$ cat src/rtl/aud_rx_pkg.sv
package aud_rx_pkg;

  typedef enum logic [1:0] {
    FMT_TDM = 2'b00,
    FMT_I2S = 2'b01,
    FMT_LJ  = 2'b10,
    FMT_RSV = 2'b11
  } rxFmtE;

  // Strobes and indices passed from control to datapath for one sample event
  typedef struct packed {
    logic       shiftEn;
    logic [4:0] bitIdx;
    logic [4:0] slotIdx;
    logic       halfSel;
    logic       commit;
    logic       frameStart;
  } rxStrobeT;

  function automatic logic [4:0] lastBitOf(input logic [1:0] code);
    case (code)
      2'b00:   lastBitOf = 5'd15;
      2'b01:   lastBitOf = 5'd19;
      2'b10:   lastBitOf = 5'd23;
      default: lastBitOf = 5'd31;
    endcase
  endfunction

endpackage

$ cat src/rtl/aud_rx_front.sv
module aud_rx_front #(
  parameter int SYNC_STAGES = 2
) (
  input  logic clk,
  input  logic rstN,
  input  logic bclkIn,
  input  logic fsyncIn,
  input  logic sdataIn,
  input  logic cfgFsyncInv,
  input  logic cfgBclkInv,
  output logic sampleEv,
  output logic fsLvl,
  output logic dataBit
);
  localparam int TOP = SYNC_STAGES - 1;

  logic [TOP:0] bSync, fSync, dSync;
  logic prevEff;
  logic effClk;

  always_ff @(posedge clk) begin
    if (!rstN) begin
      bSync <= '0;
      fSync <= '0;
      dSync <= '0;
    end else begin
      bSync <= {bSync[TOP-1:0], bclkIn};
      fSync <= {fSync[TOP-1:0], fsyncIn};
      dSync <= {dSync[TOP-1:0], sdataIn};
    end
  end

  assign effClk = bSync[TOP] ^ cfgBclkInv;

  always_ff @(posedge clk) begin
    if (!rstN) prevEff <= 1'b1;
    else       prevEff <= effClk;
  end

  assign sampleEv = effClk & ~prevEff;
  assign fsLvl    = fSync[TOP] ^ cfgFsyncInv;
  assign dataBit  = dSync[TOP];

endmodule

$ cat src/rtl/aud_rx_ctrl.sv
module aud_rx_ctrl
  import aud_rx_pkg::*;
#(
  parameter int OFS_W = 5,
  parameter int CNT_W = OFS_W + 1
) (
  input  logic             clk,
  input  logic             rstN,
  input  logic             sampleEv,
  input  logic             fsLvl,
  input  logic [1:0]       cfgFormat,
  input  logic [1:0]       cfgWordLen,
  input  logic [OFS_W-1:0] cfgRxOffset,
  input  logic             doneAll,
  output rxStrobeT         strobe
);
  logic             primed, prevFs, inFrame, committed, halfReg;
  logic [CNT_W-1:0] skipCnt, slotCnt;
  logic [4:0]       bitCnt;

  logic             isHalf, fsRise, fsFall, frameEdge, halfEdge, segStart;
  logic             frameOk, inSlots, curHalf, emit;
  logic [CNT_W-1:0] lead, curSkip, curSlot, slotLimit;
  logic [4:0]       curBit, lastBit;

  always_comb begin
    isHalf    = (cfgFormat == FMT_I2S) || (cfgFormat == FMT_LJ);
    fsRise    = primed & fsLvl & ~prevFs;
    fsFall    = primed & ~fsLvl & prevFs;
    frameEdge = (cfgFormat == FMT_I2S) ? fsFall : fsRise;
    if (cfgFormat == FMT_I2S)     halfEdge = fsRise;
    else if (cfgFormat == FMT_LJ) halfEdge = fsFall;
    else                          halfEdge = 1'b0;
    segStart  = frameEdge | halfEdge;
    lead      = {1'b0, cfgRxOffset} + {{(CNT_W-1){1'b0}}, (cfgFormat == FMT_I2S)};
    curSkip   = segStart ? lead : skipCnt;
    curBit    = segStart ? 5'd0 : bitCnt;
    curSlot   = segStart ? '0 : slotCnt;
    curHalf   = segStart ? halfEdge : halfReg;
    slotLimit = isHalf ? CNT_W'(16) : CNT_W'(32);
    inSlots   = curSlot < slotLimit;
    frameOk   = inFrame | frameEdge;
    emit      = sampleEv & frameOk & (curSkip == '0) & inSlots;
    lastBit   = lastBitOf(cfgWordLen);

    strobe.shiftEn    = emit;
    strobe.bitIdx     = curBit;
    strobe.slotIdx    = curSlot[4:0];
    strobe.halfSel    = curHalf;
    strobe.frameStart = sampleEv & frameEdge;
    strobe.commit     = (doneAll & inFrame & ~committed) |
                        (sampleEv & frameEdge & inFrame & ~committed);
  end

  always_ff @(posedge clk) begin
    if (!rstN) begin
      primed    <= 1'b0;
      prevFs    <= 1'b0;
      inFrame   <= 1'b0;
      committed <= 1'b0;
      halfReg   <= 1'b0;
      skipCnt   <= '0;
      slotCnt   <= '0;
      bitCnt    <= '0;
    end else begin
      if (strobe.commit) committed <= 1'b1;
      if (sampleEv) begin
        primed  <= 1'b1;
        prevFs  <= fsLvl;
        halfReg <= curHalf;
        if (frameEdge) begin
          inFrame   <= 1'b1;
          committed <= 1'b0;
        end
        if (curSkip != '0) begin
          skipCnt <= curSkip - 1'b1;
          bitCnt  <= curBit;
          slotCnt <= curSlot;
        end else begin
          skipCnt <= '0;
          if (inSlots && curBit == lastBit) begin
            bitCnt  <= 5'd0;
            slotCnt <= curSlot + 1'b1;
          end else if (inSlots) begin
            bitCnt  <= curBit + 1'b1;
            slotCnt <= curSlot;
          end else begin
            bitCnt  <= curBit;
            slotCnt <= curSlot;
          end
        end
      end
    end
  end

endmodule

$ cat src/rtl/aud_rx_data.sv
module aud_rx_data
  import aud_rx_pkg::*;
#(
  parameter int NUM_CH   = 8,
  parameter int SLOT_W   = 5,
  parameter int WORD_MAX = 32
) (
  input  logic                       clk,
  input  logic                       rstN,
  input  logic                       dataBit,
  input  logic [1:0]                 cfgFormat,
  input  logic [1:0]                 cfgWordLen,
  input  logic [NUM_CH*SLOT_W-1:0]   cfgSlotMap,
  input  rxStrobeT                   strobe,
  output logic                       doneAll,
  output logic [NUM_CH*WORD_MAX-1:0] chWords,
  output logic                       frameValid,
  output logic                       slotErr
);
  localparam logic [4:0] MSB_IDX = 5'(WORD_MAX - 1);

  logic [NUM_CH-1:0]               done;
  logic [NUM_CH-1:0][WORD_MAX-1:0] acc;
  logic [NUM_CH-1:0][WORD_MAX-1:0] wordReg;
  logic                            isHalf;
  logic [4:0]                      lastBit;

  assign isHalf  = (cfgFormat == FMT_I2S) || (cfgFormat == FMT_LJ);
  assign lastBit = lastBitOf(cfgWordLen);
  assign doneAll = &done;

  for (genvar c = 0; c < NUM_CH; c++) begin : g_ch
    logic [SLOT_W-1:0] slotCfg;
    logic              hit;

    assign slotCfg = cfgSlotMap[c*SLOT_W +: SLOT_W];
    assign hit = isHalf ? ((slotCfg[4] == strobe.halfSel) &&
                           (slotCfg[3:0] == strobe.slotIdx[3:0]))
                        : (slotCfg == strobe.slotIdx);

    always_ff @(posedge clk) begin
      if (!rstN) begin
        acc[c]     <= '0;
        done[c]    <= 1'b0;
        wordReg[c] <= '0;
      end else begin
        if (strobe.commit && done[c]) wordReg[c] <= acc[c];
        if (strobe.frameStart) done[c] <= 1'b0;
        if (strobe.shiftEn && hit) begin
          if (strobe.bitIdx == 5'd0) acc[c] <= {dataBit, {(WORD_MAX-1){1'b0}}};
          else                       acc[c][MSB_IDX - strobe.bitIdx] <= dataBit;
          if (strobe.bitIdx == lastBit) done[c] <= 1'b1;
        end
      end
    end

    assign chWords[c*WORD_MAX +: WORD_MAX] = wordReg[c];
  end

  always_ff @(posedge clk) begin
    if (!rstN) begin
      frameValid <= 1'b0;
      slotErr    <= 1'b0;
    end else begin
      frameValid <= strobe.commit;
      if (strobe.commit && !doneAll) slotErr <= 1'b1;
    end
  end

endmodule

$ cat src/rtl/aud_rx_port.sv
module aud_rx_port
  import aud_rx_pkg::*;
#(
  parameter int NUM_CH      = 8,
  parameter int SLOT_W      = 5,
  parameter int WORD_MAX    = 32,
  parameter int OFS_W       = 5,
  parameter int SYNC_STAGES = 2
) (
  input  logic                       clk,
  input  logic                       rstN,
  input  logic                       bclkIn,
  input  logic                       fsyncIn,
  input  logic                       sdataIn,
  input  logic [1:0]                 cfgFormat,
  input  logic [1:0]                 cfgWordLen,
  input  logic [OFS_W-1:0]           cfgRxOffset,
  input  logic                       cfgFsyncInv,
  input  logic                       cfgBclkInv,
  input  logic [NUM_CH*SLOT_W-1:0]   cfgSlotMap,
  output logic [NUM_CH*WORD_MAX-1:0] chWords,
  output logic                       frameValid,
  output logic                       slotErr
);
  logic     sampleEv, fsLvl, dataBit, doneAll;
  rxStrobeT strobe;

  aud_rx_front #(.SYNC_STAGES(SYNC_STAGES)) u_front (
    .clk(clk), .rstN(rstN), .bclkIn(bclkIn), .fsyncIn(fsyncIn),
    .sdataIn(sdataIn), .cfgFsyncInv(cfgFsyncInv), .cfgBclkInv(cfgBclkInv),
    .sampleEv(sampleEv), .fsLvl(fsLvl), .dataBit(dataBit)
  );

  aud_rx_ctrl #(.OFS_W(OFS_W)) u_ctrl (
    .clk(clk), .rstN(rstN), .sampleEv(sampleEv), .fsLvl(fsLvl),
    .cfgFormat(cfgFormat), .cfgWordLen(cfgWordLen), .cfgRxOffset(cfgRxOffset),
    .doneAll(doneAll), .strobe(strobe)
  );

  aud_rx_data #(.NUM_CH(NUM_CH), .SLOT_W(SLOT_W), .WORD_MAX(WORD_MAX)) u_data (
    .clk(clk), .rstN(rstN), .dataBit(dataBit), .cfgFormat(cfgFormat),
    .cfgWordLen(cfgWordLen), .cfgSlotMap(cfgSlotMap), .strobe(strobe),
    .doneAll(doneAll), .chWords(chWords), .frameValid(frameValid),
    .slotErr(slotErr)
  );

endmodule

$ cat config.mk
export PLATFORM = sky130hd
export DESIGN_NAME = aud_rx_port
export DESIGN_NICKNAME = d
export VERILOG_FILES = /design/src/rtl/aud_rx_pkg.sv /design/src/rtl/aud_rx_front.sv /design/src/rtl/aud_rx_ctrl.sv /design/src/rtl/aud_rx_data.sv /design/src/rtl/aud_rx_port.sv
export SDC_FILE = /design/constraint.sdc
export NUM_CORES = 1
export LEC_CHECK = 0
export ABC_AREA = 1
export CAP_MARGIN = 0
export CORE_UTILIZATION = 25
export DETAILED_ROUTE_END_ITERATION = 8
export GPL_TIMING_DRIVEN = 0
export PLACE_DENSITY = 0.55
export SKIP_LAST_GASP = 1
export SLEW_MARGIN = 20
export SYNTH_ARGS = -nofsm -noshare
export SYNTH_HDL_FRONTEND = slang
export SYNTH_SLANG_ARGS = --single-unit
$ cat constraint.sdc
create_clock -name clk -period 7.95 [get_ports clk]
set_input_delay 1.59 -clock clk [delete_from_list [all_inputs] [get_ports clk]]
set_output_delay 1.59 -clock clk [all_outputs]
set_load 0.02 [all_outputs]
==> reports/metrics.cfg, run 1 <==
[status]
status=finished clean

[synth]
synthArstFlopShare_pct=0
post-synth-top-count-cell=nor2_1
yosysTopAreaCell=dfxtp_1
syn_avg_cell_area_um2=7.350
synth_top_area_share_pct=48.58
syn_area_um2=22710
synth_area_leaders=dfxtp_1, nand3_1, nor2_1
synth_top_family_by_area=simple AND/OR/NAND/NOR gates
synth_fp_nets=3157
muxShareOfSynthArea_pct=0
yosys_warnings=0
ys_top_cells_by_count=nor2_1, dfxtp_1, nand3_1
synth-simple-area-share_pct=29.89
synth_fa_ha_area_share_pct=0.6613
synthXorXnorAreaFrac_pct=1.890
synth.ff_latch_count=551
syn_inst=3089
yosysSeqAreaShare_pct=48.58
ys.flop_type=dfxtp_1
synth-compound-area-share_pct=12.25
synth_cell_types=32
synth_edf_count=0

[cts]
cts-root-buf=clkbuf_16
post_cts_buffers=0
htree_levels=3
clk_latency_ns=0.65
ctsHoldBuffers=0
clock-sinks=551
cts_buffers=66
ctsResizeCount=0
clk_path_buf_depth=3
cts_tree=done
clkSlewWorstSetupHoldPaths_ns=0.06

[floorplanning]
core_um2=90010
die-area_um2=92030
dieHeight_um=303.4
die_w_um=303.4
fp-row-count=110
io_pins=314
start_util_pct=25.23

[sta]
fin_skew_ns=0.03390
fin_ws_ns=2.218
holdWs_ns=0.4109
fmax_ghz=0.1745
tightest_slew_ns=1.142
slew_headroom_pct=23.76
final-setup-viol-count=0
final_hold_viol_count=0
tns_ns=0
final_max_slew_viol_count=0
period_minus_slack_ns=5.732
finalCritPeriodShare_pct=72.10
rsz0062_at_grt=false

[global_routing]
met3_usage_pct=7.175
grt_use_met1_pct=27.31
grt_usage_pct=21.66
grt_busiest_layer=met2
grt_pass1_vias=21700
antenna_found_initial=0
grt-ovfl-total=0
grt_max_degree=13
grt_use_met2_pct=32.50
grt_pass1_wl_mm=145.2

[critical_path]
rr_startpoint=u_ctrl.primed
critical-path-max-stage-delay_ns=0.78
crit_path_end_kind=flop
start_kind=primary input
worstReg2RegEnd=u_data.acc[119]
cp_data_arrival_time_ns=6.21
r2r_slack_ns=3.54
path_max_fanout=10
critical_path_class=primary input to flop
required_ns=8.43
critPathMostFrequentCell=nand2_1
slowest_stage=nor3_4
r2r_cells=18
crit_chain=clkdlybuf4s50_1 > inv_1 > ha_1 > nor2_1 > nand3_1 > nand2_1 > inv_2 > nand2_2 > buf_6 > nor2_1 > inv_1 > ha_1 > inv_1 > nor3_4 > nand2_1 > clkbuf_1 > nand2_1 > nand3_1 > nand2_1 > a21oi_1

[final_layout]
drive_above_1_share_pct=8.756
layout.nets=3550
syn_to_final_growth_pct=31.11
seq_area_um2=11030
multi_input_area_um2=10230
num-fill-cells=9839
insertedDiodeCount=0

[routing]
vias=23350
route.detailed.wl_per_inst_um=21.85
drc=0
drtAntennaViolNets=0
drt-total-wl_mm=102.8
vias_per_cell=4.962
drt-initial-drc-count=2565
dr.pass1.iters=8

[power_and_ir_drop]
p_seq_share_pct=44.0
power_switching_uw=1563
swShare_pct=24.87
vdd_ir_drop_max_v=0.0001332
leakagePower_uw=0.01017
p_int_uw=4723
power_density_nw_per_um2=211.2
p_comb_share_pct=6.0
clockPowerShare_pct=49.9

[placed_design]
dp_slack_ns=1.752
portBuffers=313
dp_hpwl_mm=73.72
gp_congestion=0.9303

[hold_path]
min_from=u_front.bSync[0]
hold_depth=2
hp-class=flop to flop
min_to=u_front.bSync[1]

[run]
max_cap_violations=0

[worst max-delay path, delay by kind of cell]
family,cells,cell delay [ns]
simple gates,10,2.55
buf+inv,7,1.39
fa+ha+maj,2,0.59
compound gates,1,0.06
[flip-flops by register name, indices dropped and copies added, names as in the netlist]
register	count
u_data.acc	256
u_data.chWords	256
u_data.done	8
u_ctrl.skipCnt	6
u_ctrl.slotCnt	6
u_ctrl.bitCnt	5
u_front.bSync	2
u_front.dSync	2
u_front.fSync	2
u_ctrl.committed	1
u_ctrl.halfReg	1
u_ctrl.inFrame	1
u_ctrl.prevFs	1
u_ctrl.primed	1
u_data.frameValid	1
u_data.slotErr	1
u_front.prevEff	1
[cell type report]
| cell class | count | area share, % |
|---|---|---|
| clock inverters | 22 | 0.9541 |
| flip-flops and latches | 551 | 37.05 |
| clock buffers | 93 | 6.498 |
| inverters | 92 | 1.164 |
| repair buffers | 325 | 11.07 |
| plain buffers | 239 | 3.968 |
| well taps | 1176 | 4.943 |
| multi-input cells | 2207 | 34.35 |
[logic make-up after synthesis]
family | count (synthesis)
DFF | 551
adders and majority gates | 12
xor gates and xnor gates | 49
buffers and inverters | 331
AOI/OAI and AO/OA | 554
and+or+nand+nor | 1592
[power by group through the flow]
stage	Combinational (uW)	Clock (uW)	Sequential, uW
global placement	365	0	2830
detailed placement	366	0	2830
CTS	368	3180	2770
finish	377	3140	2770
global route	395	3290	2770
floorplan	187	0	2830
[worst max-delay path by stage]
| stage | start | to | slack (ns) | depth (start not counted) |
|---|---|---|---|---|
| floorplan | cfgFormat[1] | u_data.acc[127] | 3.78 | 20 |
| global placement | cfgFormat[1] | u_data.acc[204] | 1.36 | 20 |
| detailed placement | cfgFormat[1] | u_data.acc[169] | 1.75 | 20 |
| CTS | cfgFormat[1] | u_data.acc[204] | 2.33 | 20 |
| global route | cfgFormat[1] | u_data.acc[214] | 1.99 | 20 |
| finish | cfgFormat[1] | u_data.acc[119] | 2.22 | 20 |
[stage by stage]
step           total power, uW  utilization [%]  cells  instance area (um^2)
6_report                  6287            33.07   4705                 29770
2_1_floorplan             3016                -   3089                 22710
4_1_cts                   6313            33.07   4705                 29770
3_3_place_gp              3195            30.34   4578                 27310
5_1_grt                   6454            33.07   4705                 29770
3_5_place_dp              3196            30.61   4590                 27550
[routing by layer]
metal / wire, um / part of all wire, %
met1: 41080 / 40
met2: 43740 / 43
met3: 11830 / 12
met4: 6144 / 6.0
met5: 0 / 0
[placed cells by master (no fill, tap or decap), types with 2 or more instances in the layout]
master           count
o21ai_1              9
xor2_1              22
nor3_2               2
nand2_2              5
inv_16               2
ha_1                12
nand2_1            433
clkbuf_8            16
nand3_1            534
nor2_4               3
inv_1               79
o21ai_0            267
buf_4               38
xnor2_1             27
inv_2               11
nor2_2              28
nand3_2              3
buf_6                8
a21oi_1            276
clkbuf_1           110
dfxtp_1            551
clkdlybuf4s50_1    313
buf_8                7
nor3_1               6
nor2_1             556
clkinv_2            11
buf_1                3
buf_2               95
clkbuf_16           67
nand4_1             17
inv_6                4
bufinv_16            5
(Power assumes the default switching activity.)
==> run 2, diff against run 1 <==
Settings changed: PLACE_DENSITY 0.55 to 0.56.
Clock period 7.95 ns to 4.8 ns, I/O delays scaled along.
==> reports/metrics.cfg, run 2 (synthesis results as in run 1) <==
[sta]
tightest_slew_ns=1.283  ; was 1.142 ns
final-setup-viol-count=0  ; unchanged
fmax_ghz=0.2170
period_minus_slack_ns=4.609
final_hold_viol_count=0  ; unchanged
fin_ws_ns=0.1914  ; was 2.218 ns
slew_headroom_pct=14.16  ; was 23.76%
fin_skew_ns=0.02716  ; was 0.03390 ns
rsz0062_at_grt=false  ; unchanged
final_max_slew_viol_count=0  ; unchanged
finalCritPeriodShare_pct=96.01

[cts]
ctsResizeCount=0  ; unchanged
clk_latency_ns=0.63  ; was 0.65 ns
clkSlewWorstSetupHoldPaths_ns=0.06  ; about the same
clock-sinks=551  ; unchanged
cts-root-buf=clkbuf_16  ; unchanged
post_cts_buffers=1  ; was 0
cts_tree=done  ; unchanged
clk_path_buf_depth=3  ; unchanged
cts_buffers=67  ; was 66
htree_levels=3  ; unchanged
ctsHoldBuffers=0  ; unchanged

[critical_path]
cp_data_arrival_time_ns=5.15  ; was 6.21 ns
crit_path_end_kind=flop  ; unchanged
r2r_slack_ns=0.82  ; was 3.54 ns
r2r_cells=19  ; was 18
worstReg2RegEnd=u_data.acc[139]  ; was u_data.acc[119]
critical_path_class=primary input to flop  ; unchanged
critical-path-max-stage-delay_ns=0.70  ; was 0.78 ns
critPathMostFrequentCell=nand2_1  ; unchanged
rr_startpoint=u_front.fSync[1]  ; was u_ctrl.primed
path_max_fanout=10  ; unchanged
slowest_stage=nand2_1  ; was nor3_4
required_ns=5.34  ; was 8.43 ns
start_kind=primary input  ; unchanged
crit_chain=clkdlybuf4s50_1 > inv_1 > ha_1 > nor2_1 > nand3_1 > nand2_1 > inv_2 > nand2_2 > buf_6 > nor2_1 > inv_1 > ha_1 > inv_1 > nor3_4 > nand2_1 > clkbuf_1 > nand2_1 > nand3_1 > nand2_1 > a21oi_1  ; unchanged

[floorplanning]
core_um2=90010  ; unchanged
dieHeight_um=303.4  ; unchanged
start_util_pct=25.23  ; unchanged
io_pins=314  ; unchanged
die-area_um2=92030  ; unchanged
fp-row-count=110  ; unchanged
die_w_um=303.4  ; unchanged

[global_routing]
antenna_found_initial=2  ; was 0
grt_usage_pct=21.14  ; was 21.66%
grt_pass1_wl_mm=142.0  ; was 145.2 mm
grt-ovfl-total=0  ; unchanged
grt_max_degree=13  ; unchanged
grt_pass1_vias=21290  ; was 21700

[final_layout]
syn_to_final_growth_pct=30.68  ; was 31.11%
layout.nets=3544  ; was 3550
layout.cells.most_common=nor2_1  ; unchanged
layout_common_cells=nor2_1, dfxtp_1, nand3_1  ; unchanged
drive_above_1_share_pct=8.426  ; was 8.756%
post-route-util_pct=32.97  ; was 33.07%
num-fill-cells=9750  ; was 9839

[routing]
drc=0  ; unchanged
dr.pass1.iters=6  ; was 8
route.detailed.wl_per_inst_um=21.30  ; was 21.85 um
drtAntennaViolNets=0  ; unchanged
drt-total-wl_mm=100.1  ; was 102.8 mm
vias_per_cell=4.941  ; was 4.962
vias=23230  ; was 23350
drt-initial-drc-count=2719  ; was 2565

[placed_design]
dp_slack_ns=-0.8238  ; was 1.752 ns
gp_congestion=0.9427  ; was 0.9303
dp_hpwl_mm=72.26  ; was 73.72 mm
portBuffers=313  ; unchanged

[power_and_ir_drop]
power_density_nw_per_um2=348.7  ; was 211.2 nW/um^2
vdd_ir_drop_max_v=0.0002170  ; was 0.0001332 V
leakagePower_uw=0.01010  ; was 0.01017 uW
total_power_uw=10350  ; was 6287 uW

[hold_path]
hold_depth=2  ; unchanged
min_from=u_front.fSync[0]  ; was u_front.bSync[0]
hp-class=flop to flop  ; unchanged
min_to=u_front.fSync[1]  ; was u_front.bSync[1]

[status]
status=finished clean  ; unchanged

[run]
max_cap_violations=0  ; unchanged

-- run 2: cell types whose count changed in the layout (fill, tap and decap cells not counted), moves of 2 or more --
cell,previous run,this run
buf_8,7,1
clkbuf_1,110,115
clkinv_2,11,8
clkinvlp_4,0,3
inv_6,4,1
nor2_1,556,559
nor2_2,28,25
buf_6,8,6
bufinv_16,5,3
clkinv_8,0,2
-- run 2: metrics by stage --
stage | cell area, um^2 | hold slack (ns) | cells | setup TNS [ns]
after floorplan | 22710 | 0.3905 | 3089 | 0
after global placement | 27310 | 0.3991 | 4578 | -254.78
after detailed placement | 27430 | 0.4019 | 4582 | -162.73
after CTS | 29670 | 0.4144 | 4701 | 0
after global routing | 29670 | 0.4355 | 4701 | 0
final | 29670 | 0.4094 | 4702 | 0
-- run 2: where the power goes --
part           switching [uW]  internal [uW]  total (uW)
sequential               4.21           4580        4590
clock                    2120           3030        5150
combinational             464            148         612
-- run 2: worst max-delay path: cells and delay by family --
family / cells / cell delay, ns
adder cells (fa/ha/maj): 2 / 0.57
buffers and inverters: 7 / 1.57
AO/OA/AOI/OAI: 1 / 0.13
AND/OR/NAND/NOR: 10 / 1.91
-- run 2: worst max-delay path by stage --
stage / start / endpoint / cells after the start
2_1_floorplan: cfgFormat[1] / u_data.acc[127] / 20
3_3_place_gp: cfgFormat[1] / u_data.acc[44] / 20
3_5_place_dp: cfgFormat[1] / u_data.acc[54] / 20
4_1_cts: cfgFormat[1] / u_data.acc[139] / 20
5_1_grt: cfgFormat[1] / u_data.acc[140] / 19
6_report: cfgFormat[1] / u_data.acc[139] / 20
-- run 2: final cells by class --
class	instances	area [um^2]	share of cell area [%]
flip-flops and latches	551	11030	37.17
plain buffers	239	1181	3.981
clock inverters	20	267.8	0.9024
inverters	92	346.6	1.168
clock buffers	98	1964	6.620
diodes	1	2.502	0.008433
repair buffers	318	3189	10.75
multi-input cells	2207	10220	34.44
well taps	1176	1471	4.959
-- run 2: metal layers --
layer	GRT usage (%)	part of all wire, %	vias up	routed length [um]
met1	27.43	40	10700	40500
met3	6.561	12	269	11870
met2	31.24	42	1237	42120
met4	11.21	5.6	2	5630
li1	-	-	11020	-
met5	0	0.013	-	13
